### src/rtl/rti_pkg.sv
`timescale 1ns/1ps
package rti_pkg;

  // Count source encoding, matches the src_osc port
  typedef enum logic {
    SRC_REF = 1'b0,
    SRC_OSC = 1'b1
  } rti_src_e;

  // Counting is allowed outside stop, or in pseudo-stop with the
  // oscillator selected and kept running
  function automatic logic may_count(
    input logic     stop_act,
    input logic     pseudo_stop,
    input logic     osc_in_stop,
    input rti_src_e src
  );
    return !stop_act || (pseudo_stop && osc_in_stop && (src == SRC_OSC));
  endfunction

endpackage

### src/rtl/rti_rst_sync.sv
`timescale 1ns/1ps
module rti_rst_sync #(
  parameter int STAGES = 2
) (
  input  logic clk,
  input  logic rst_n,
  output logic rst_q_n
);

  logic [STAGES-1:0] sync_q;
  logic [STAGES-1:0] sync_d;

  always_comb begin
    sync_d = {sync_q[STAGES-2:0], 1'b1};
  end

  always_ff @(posedge clk or negedge rst_n) begin
    if (!rst_n) begin
      sync_q <= '0;
    end else begin
      sync_q <= sync_d;
    end
  end

  assign rst_q_n = sync_q[STAGES-1];

endmodule

### src/rtl/rti_gate.sv
`timescale 1ns/1ps
module rti_gate
  import rti_pkg::*;
(
  input  rti_src_e src,
  input  logic     ref_tick,
  input  logic     osc_tick,
  input  logic     stop_act,
  input  logic     pseudo_stop,
  input  logic     osc_in_stop,
  input  logic     period_nz,
  output logic     cnt_en
);

  logic tick_sel;
  logic run_ok;

  always_comb begin
    // source multiplexer
    unique case (src)
      SRC_OSC: tick_sel = osc_tick;
      default: tick_sel = ref_tick;
    endcase
    run_ok = may_count(stop_act, pseudo_stop, osc_in_stop, src);
    // a zero period parks the timer
    cnt_en = tick_sel && run_ok && period_nz;
  end

endmodule

### src/rtl/rti_prescaler.sv
`timescale 1ns/1ps
module rti_prescaler #(
  parameter int EXP_W      = 4,
  parameter int BASE_SHIFT = 10,
  localparam int PRE_W     = BASE_SHIFT + (1 << EXP_W) - 1,
  localparam int SH_W      = $clog2(PRE_W + 1)
) (
  input  logic             clk,
  input  logic             rst_n,
  input  logic             restart,
  input  logic             cnt_en,
  input  logic [EXP_W-1:0] expo,
  output logic [PRE_W-1:0] cnt,
  output logic             carry
);

  logic [SH_W-1:0]  shamt;
  logic [PRE_W:0]   span;
  logic [PRE_W-1:0] last_val;
  logic [PRE_W-1:0] cnt_q;
  logic [PRE_W-1:0] cnt_d;

  always_comb begin
    shamt    = SH_W'(expo) + SH_W'(BASE_SHIFT);
    span     = {{PRE_W{1'b0}}, 1'b1} << shamt;
    last_val = span[PRE_W-1:0] - PRE_W'(1);
    carry    = cnt_en && !restart && (cnt_q == last_val);
    cnt_d    = cnt_q;
    if (restart) begin
      cnt_d = '0;
    end else if (cnt_en) begin
      cnt_d = carry ? '0 : cnt_q + PRE_W'(1);
    end
  end

  always_ff @(posedge clk or negedge rst_n) begin
    if (!rst_n) begin
      cnt_q <= '0;
    end else begin
      cnt_q <= cnt_d;
    end
  end

  assign cnt = cnt_q;

endmodule

### src/rtl/rti_modulus.sv
`timescale 1ns/1ps
module rti_modulus #(
  parameter int MOD_W = 4
) (
  input  logic             clk,
  input  logic             rst_n,
  input  logic             restart,
  input  logic             carry,
  input  logic [MOD_W-1:0] modv,
  output logic [MOD_W-1:0] cnt,
  output logic             timeout
);

  logic [MOD_W-1:0] cnt_q;
  logic [MOD_W-1:0] cnt_d;

  always_comb begin
    timeout = carry && (cnt_q == modv);
    cnt_d   = cnt_q;
    if (restart) begin
      cnt_d = '0;
    end else if (carry) begin
      cnt_d = timeout ? '0 : cnt_q + MOD_W'(1);
    end
  end

  always_ff @(posedge clk or negedge rst_n) begin
    if (!rst_n) begin
      cnt_q <= '0;
    end else begin
      cnt_q <= cnt_d;
    end
  end

  assign cnt = cnt_q;

endmodule

### src/rtl/rti_flag.sv
`timescale 1ns/1ps
module rti_flag (
  input  logic clk,
  input  logic rst_n,
  input  logic timeout,
  input  logic clr,
  input  logic irq_en,
  output logic flag,
  output logic irq
);

  logic flag_q;
  logic flag_d;

  always_comb begin
    // a set event beats a clear in the same cycle
    if (timeout) begin
      flag_d = 1'b1;
    end else if (clr) begin
      flag_d = 1'b0;
    end else begin
      flag_d = flag_q;
    end
  end

  always_ff @(posedge clk or negedge rst_n) begin
    if (!rst_n) begin
      flag_q <= 1'b0;
    end else begin
      flag_q <= flag_d;
    end
  end

  assign flag = flag_q;
  assign irq  = flag_q & irq_en;

endmodule

### src/rtl/rti_timer.sv
`timescale 1ns/1ps
module rti_timer
  import rti_pkg::*;
#(
  parameter int EXP_W      = 4,
  parameter int MOD_W      = 4,
  parameter int BASE_SHIFT = 10,
  localparam int PER_W     = EXP_W + MOD_W,
  localparam int PRE_W     = BASE_SHIFT + (1 << EXP_W) - 1
) (
  input  logic             clk,
  input  logic             rst_n,
  input  logic             ref_tick,
  input  logic             osc_tick,
  input  logic             src_osc,
  input  logic             period_wr,
  input  logic [PER_W-1:0] period_din,
  input  logic             irq_en,
  input  logic             flag_clr,
  input  logic             stop_act,
  input  logic             pseudo_stop,
  input  logic             osc_in_stop,
  output logic             flag,
  output logic             irq
);

  logic             rst_q_n;
  logic [PER_W-1:0] period_q;
  logic [PER_W-1:0] period_d;
  logic             cnt_en;
  logic             carry;
  logic             timeout;
  logic [PRE_W-1:0] pre_cnt;
  logic [MOD_W-1:0] mod_cnt;

  rti_rst_sync #(.STAGES(2)) u_rst (
    .clk     (clk),
    .rst_n   (rst_n),
    .rst_q_n (rst_q_n)
  );

  // Period register, write strobe is its clock enable
  always_comb begin
    period_d = period_wr ? period_din : period_q;
  end

  always_ff @(posedge clk or negedge rst_q_n) begin
    if (!rst_q_n) begin
      period_q <= '0;
    end else begin
      period_q <= period_d;
    end
  end

  rti_gate u_gate (
    .src         (rti_src_e'(src_osc)),
    .ref_tick    (ref_tick),
    .osc_tick    (osc_tick),
    .stop_act    (stop_act),
    .pseudo_stop (pseudo_stop),
    .osc_in_stop (osc_in_stop),
    .period_nz   (|period_q),
    .cnt_en      (cnt_en)
  );

  rti_prescaler #(.EXP_W(EXP_W), .BASE_SHIFT(BASE_SHIFT)) u_pre (
    .clk     (clk),
    .rst_n   (rst_q_n),
    .restart (period_wr),
    .cnt_en  (cnt_en),
    .expo    (period_q[PER_W-1:MOD_W]),
    .cnt     (pre_cnt),
    .carry   (carry)
  );

  rti_modulus #(.MOD_W(MOD_W)) u_mod (
    .clk     (clk),
    .rst_n   (rst_q_n),
    .restart (period_wr),
    .carry   (carry),
    .modv    (period_q[MOD_W-1:0]),
    .cnt     (mod_cnt),
    .timeout (timeout)
  );

  rti_flag u_flag (
    .clk     (clk),
    .rst_n   (rst_q_n),
    .timeout (timeout),
    .clr     (flag_clr),
    .irq_en  (irq_en),
    .flag    (flag),
    .irq     (irq)
  );

endmodule

### config.mk
export PLATFORM = sky130hd
export DESIGN_NAME = rti_timer
export DESIGN_NICKNAME = d
export VERILOG_FILES = /design/src/rtl/rti_pkg.sv /design/src/rtl/rti_rst_sync.sv /design/src/rtl/rti_gate.sv /design/src/rtl/rti_prescaler.sv /design/src/rtl/rti_modulus.sv /design/src/rtl/rti_flag.sv /design/src/rtl/rti_timer.sv
export SDC_FILE = /design/constraint.sdc
export NUM_CORES = 1
export LEC_CHECK = 0
export BUFFER_PORTS_ARGS = -buffer_cell sky130_fd_sc_hd__buf_2
export CAP_MARGIN = 20
export CORE_UTILIZATION = 60
export CTS_BUF_LIST = sky130_fd_sc_hd__clkbuf_16
export CTS_CLUSTER_DIAMETER = 40
export DETAILED_ROUTE_END_ITERATION = 12
export GPL_ROUTABILITY_DRIVEN = 0
export PLACE_DENSITY = 0.9
export RECOVER_POWER = 25
export SLEW_MARGIN = 20
export SYNTH_ARGS = -nofsm -noshare
export SYNTH_HDL_FRONTEND = slang
export SYNTH_SLANG_ARGS = --single-unit
### constraint.sdc
create_clock -name clk -period 1.59 [get_ports clk]
set_clock_uncertainty 0.1 [all_clocks]
set_input_delay 0.2385 -clock clk [delete_from_list [all_inputs] [get_ports clk]]
set_output_delay 0.2385 -clock clk [all_outputs]
set_load 0.05 [all_outputs]
==> results of run 1 <==
[routing by layer]
metal	track usage, %	overflow
met1	71.3	0
met2	88.8	3
met3	51.2	1
met4	66.7	4
met5	16.2	0
[metrics by stage]
step                      utilization (%)  cells  hold WS, ns  TNS [ns]  instance area, um^2
after floorplan                         -    371       -0.157    -41.44                 3150
after global placement               78.2    512      -0.0762    -42.09                 3790
after detailed placement             78.2    512      -0.0750    -45.97                 3790
after CTS                            86.3    531       0.0535    -44.92                 4180
[cells in the mapped netlist (all sizes together), types with 5 or more instances]
master	n
a21oi	18
and2	7
and4	5
buf	14
clkbuf	12
dfrtp	40
inv	6
mux2	7
nand2	38
nand3	15
nand4	11
nor2	36
nor2b	7
nor3	6
nor4	7
nor4b	7
o21ai	21
or3	7
xnor2	14
xor2	19
[what timing repair did]
item,4_1_cts
endpoints found under the setup margin,30
hold endpoints to repair,2
buffers inserted,10
hold buffers,1
pin swaps,4
resized for setup,39
gates cloned,1
[cell families after synthesis]
kind of cell / count (synthesis) / share of synthesized area, %
AO/OA/AOI/OAI: 78 / 16.6
XOR/XNOR: 33 / 9.34
adder cells (fa/ha/maj): 4 / 1.62
buffers and inverters: 33 / 4.77
flip-flops: 40 / 32.3
multiplexers: 10 / 3.52
other: 1 / 0.121
AND/OR/NAND/NOR: 172 / 31.7
==> summary.md, run 1 <==
| Metric | Value |
|---|---|
| Outcome | aborted with a tool error |
| Fail Step | global routing |
| First Err | [ERROR GRT-0232] Routing congestion too high. Check the congestion heatmap in the GUI. |
| Yosys reg bits | 40 |
| Die Wd | ~74 um |
| Post-GRT worst EP | u_mod.cnt[2]$_DFFE_PN0P_/D |
| Chip height | 73.8 um |
| Register area share after synthesis | approximately a third |
| Synth Instances | 371 |
| Largest net degree at the start of global routing | 39 |
| CTS Root Cell | clkbuf_16 |
| Yosys top cell by area | dfrtp_1 |
| Row Count | 25 |
| Post-DP HPWL | ~7000 um |
| Starting Density | between 60 and 70% |
| Top cells by area, synth | dfrtp_1 32%, xor2_1 5.4%, nand2_1 4.6%, nor2_1 4.4%, xnor2_1 4.0% |
| Post-synth EDFFs | 0 |
| Longest Clk Path Bufs | 2 |
| Sink Count | 40 |
| H-tree depth | 2 |
| Final global-route overflow total | 8 |
| Post-synth top area share | about a third |
| All-Layer GR Usage | 69.8% |
| # IOs | 21 |
| Main synth FF type | dfrtp_1 |
| Mean Syn Cell Area | 8.34 um^2 |
| Syn nets | slightly below 400 |
| Num CTS Buffers | 5 |
| Unique cell type count in the Yosys netlist | 72 |
| Synth warn | 0 |
| DP Worst Slack | -1.64 ns |
| Async S/R FF share, synth | 100% |
| Cell Area, Synth | around 0.0031 mm^2 |
| Worst endpoint type | register data pin |
| IO Port Bufs | 20 |
==> inputs of run 2 (changes only) <==
CORE_UTILIZATION = 40   (was 60)
CTS_BUF_LIST = unset   (was sky130_fd_sc_hd__clkbuf_16)
CTS_CLUSTER_DIAMETER = unset   (was 40)
PLACE_DENSITY = unset   (was 0.9)
PLACE_DENSITY_LB_ADDON = 0.15   (was unset)
==> run 2 against run 1 <==
Compared with the run above:
- synthesized area is the same
- the flow now finishes, with violations (negative setup slack)
- synthesized cell count is the same
==> summary.md, run 2 <==
| Metric | Value |
|---|---|
| Worst-margin pin slew | 0.991 ns |
| Drt drc | 0 |
| All-Layer GR Usage | approximately 23% |
| Area post-placement | 0.00380 mm^2 |
| Worst relative slew slack | 33.9% |
| Register area share after synthesis | 32.3% |
| Chip height | around 90 um |
| Switching Power | around 900 uW |
| Main synth FF type | dfrtp_1 |
| IO Port Bufs | 20 |
| # IOs | 21 |
| Reg clk slew, reported paths | roughly 0.10 ns |
| Final global-route overflow total | 0 |
| DRT Wirelength | 9390 um |
| Top cells by area, synth | dfrtp_1 32%, xor2_1 5.4%, nand2_1 4.6%, nor2_1 4.4%, xnor2_1 4.0% |
| R2r startpoint | period_q[6]$_DFFE_PN0P_ |
| First-pass GRT wire length | around 15000 um |
| Flop2flop setup slack | -1.57 ns |
| Worst-case reg-to-reg path depth | 12 |
| Yosys reg bits | 40 |
| Worst hold slack | 0.0336 ns |
| Crit path time final | between 3 and 4 ns |
| Delay-heaviest family, CP | simple AND/OR/NAND/NOR gates |
| Critical Path Source Type | flip-flop |
| Most frequent cell after synthesis | dfrtp_1 |
| Min-Delay Endpoint | u_flag.flag$_DFFE_PN0P_ |
| Largest net degree at the start of global routing | 39 |
| Synth warn | 0 |
| Leak | roughly 0.0018 uW |
| Initial antenna violation count | 0 |
| Vias in the first global route | around 3000 |
| Ant. Diodes | 0 |
| Final Power | approximately 2800 uW |
| Worst Path Required | about 1.7 ns |
| Core region area | between 0.007 and 0.008 mm^2 |
| Combinational share of power | 28.9% |
| Async S/R FF share, synth | between 90% and 100% |
| DR vias | 3193 |
| Non-filler instance count after layout | ~560 |
| Switch share | between 30% and 40% |
| Hold Crit Class | in -> reg |
| Flop pwr share | 38.5% |
| RR Endpoint | u_pre.cnt[16]$_DFFE_PN0P_ |
| Finished Cell Area | 0.00422 mm^2 |
| CTS tree | done |
| Worst Setup SP | period_q[6]$_DFFE_PN0P_ |
| Unique cell type count in the Yosys netlist | 72 |
| Most frequent cells in the layout | 81 x buf_4, 39 x dfrtp_1, 38 x nand2_1 |
| Maximum vdd drop | roughly 0.45 mV |
| Worst Min Path Start | flag_clr |
| Worst-path cell chain | ha_4 -> and2b_2 -> nand4_1 -> ha_4 -> buf_4 -> nor4b_4 -> o21ai_4 -> a211oi_2 -> and4_4 -> a41o_1 -> nor2_1 -> a311o_1 |
| Buffers plus inverters on the worst setup path | 1 |
| CP max-delay cell | dfrtp_2 |
| Arr. time, crit path | ~3.3 ns |
| Clock power share | 32.6% |
| Max reg flops | 25 |
| Nets@finish | ~480 |
| H-tree depth | 2 |
| Synth Instances | 371 |
| Pwr dens | roughly 650 mW/mm^2 |
| Clk_lat worst skew | about 0.31 ns |
| Crit end category | flip-flop |
| Routed Antenna Nets | 0 |
| Post-DP HPWL | between 6000 and 7000 um |
| Longest Clk Path Bufs | 2 |
| Final setup vio count | 30 |
| WL per Instance | approximately 17 um |
| Post-synth EDFFs | 0 |
| Cell Area, Synth | 0.00309 mm^2 |
| FMAX | roughly 0.32 GHz |
| Vias per Instance | between 5 and 6 |
| Placed cell count | between 500 and 600 |
| Num CTS Buffers | 5 |
| Max-slew violations | 0 |
| Starting Density | 42.0% |
| Critical path fanouts, max | 6 |
| Layout cell share with drive strength beyond 1 | roughly a third |
| 1st-iter DRT viols | 212 |
| Critical path class | reg -> reg |
| Die ar. | about 0.008 mm^2 |
| P_int | around 1900 uW |
| Row Count | 31 |
| RSZ-0062 raised after global routing | true |
| Top post-synthesis cells by count | 40 x dfrtp_1, 38 x nand2_1, 36 x nor2_1, 20 x o21ai_0, 19 x xor2_1 |
| Fin crit share | 199% |
| Mean Syn Cell Area | 8.34 um^2 |
| Syn nets | a little under 400 |
| CTS Root Cell | clkbuf_8 |
| Sink Count | 40 |
| Critical path's most frequent cell | ha_4 |
| Critical path's largest stage delay | 0.43 ns |
| Outcome | finished, violations left |
| Die Wd | roughly 90 um |
| MaxCap Viol Count | 0 |
| DP Worst Slack | -1.73 ns |
| Most common cell after layout, fill and taps aside | buf_4 |
| Post-route setup slack | -1.57 ns |
| Failing checks | negative setup slack |
| Number of cells on the worst hold path | 2 |
| Post-synth top area share | ~32% |
| Final Hold Violating Endpoints | 0 |
| Area delta synth->final | 36.4% |
| TritonRoute pass-1 iters | 5 |
| Yosys top cell by area | dfrtp_1 |
-- run 2: cell counts after synthesis --
No cell type changed its count.
-- run 2: timing repair --
| action | 4_1_cts | 5_1_grt |
|---|---|---|
| resized for setup | 19 | 26 |
| setup endpoints to repair | 30 | 30 |
| endpoints found under the hold margin | 2 | 0 |
| pin swaps | 18 | 11 |
| hold buffers | 1 | 0 |
| gates cloned | 0 | 1 |
| setup buffers | 11 | 1 |
-- run 2: worst max path at each step --
stage / end / depth (start not counted)
after floorplan: u_pre.cnt[16]$_DFFE_PN0P_ / 15
after global placement: u_mod.cnt[0]$_DFFE_PN0P_ / 12
after detailed placement: u_pre.cnt[16]$_DFFE_PN0P_ / 12
after CTS: u_pre.cnt[16]$_DFFE_PN0P_ / 12
after global routing: u_mod.cnt[2]$_DFFE_PN0P_ / 13
final: u_pre.cnt[16]$_DFFE_PN0P_ / 12
-- run 2: logic make-up after synthesis --
logic type | count (synthesis) | share of synthesized area, %
AO/OA/AOI/OAI | 78 | 16.6
XOR/XNOR | 33 | 9.34
adder cells (fa/ha/maj) | 4 | 1.62
buffers and inverters | 33 | 4.77
flip-flops | 40 | 32.3
multiplexers | 10 | 3.52
other | 1 | 0.121
AND/OR/NAND/NOR | 172 | 31.7
-- run 2: final cells by class --
type,count,area [um^2]
fill,659,3150
multi-input combinational,298,2140
sequential,40,1000
timing repair buffer,109,807
tap,99,124
clock buffer,5,68.8
clock inverter,3,46.3
inverter,7,26.3
-- run 2: per-layer routing --
layer,track usage [%],vias to the layer above,part of all wire (%)
met5,0,-,0
met4,7.66,0,1.4
met3,4.99,18,6.0
met2,35.6,116,46
met1,32.5,1527,46
li1,-,1532,-
-- run 2: metrics by stage --
stage | setup TNS [ns] | util, %
detailed placement | -48.66 | 51.6
global placement | -46.11 | 51.6
CTS | -44.14 | 55.6
floorplan | -41.44 | -
finish | -44.72 | 57.2
global route | -48.31 | 57.2
-- run 2: power by group through the flow --
stage / clock network [uW] / logic (uW) / registers (uW)
CTS: 912 / 743 / 1060
floorplan: 0 / 432 / 1100
finish: 900 / 797 / 1060
detailed placement: 0 / 698 / 1080
global placement: 0 / 696 / 1080
global route: 951 / 859 / 1070
(Power assumes the default switching activity.)
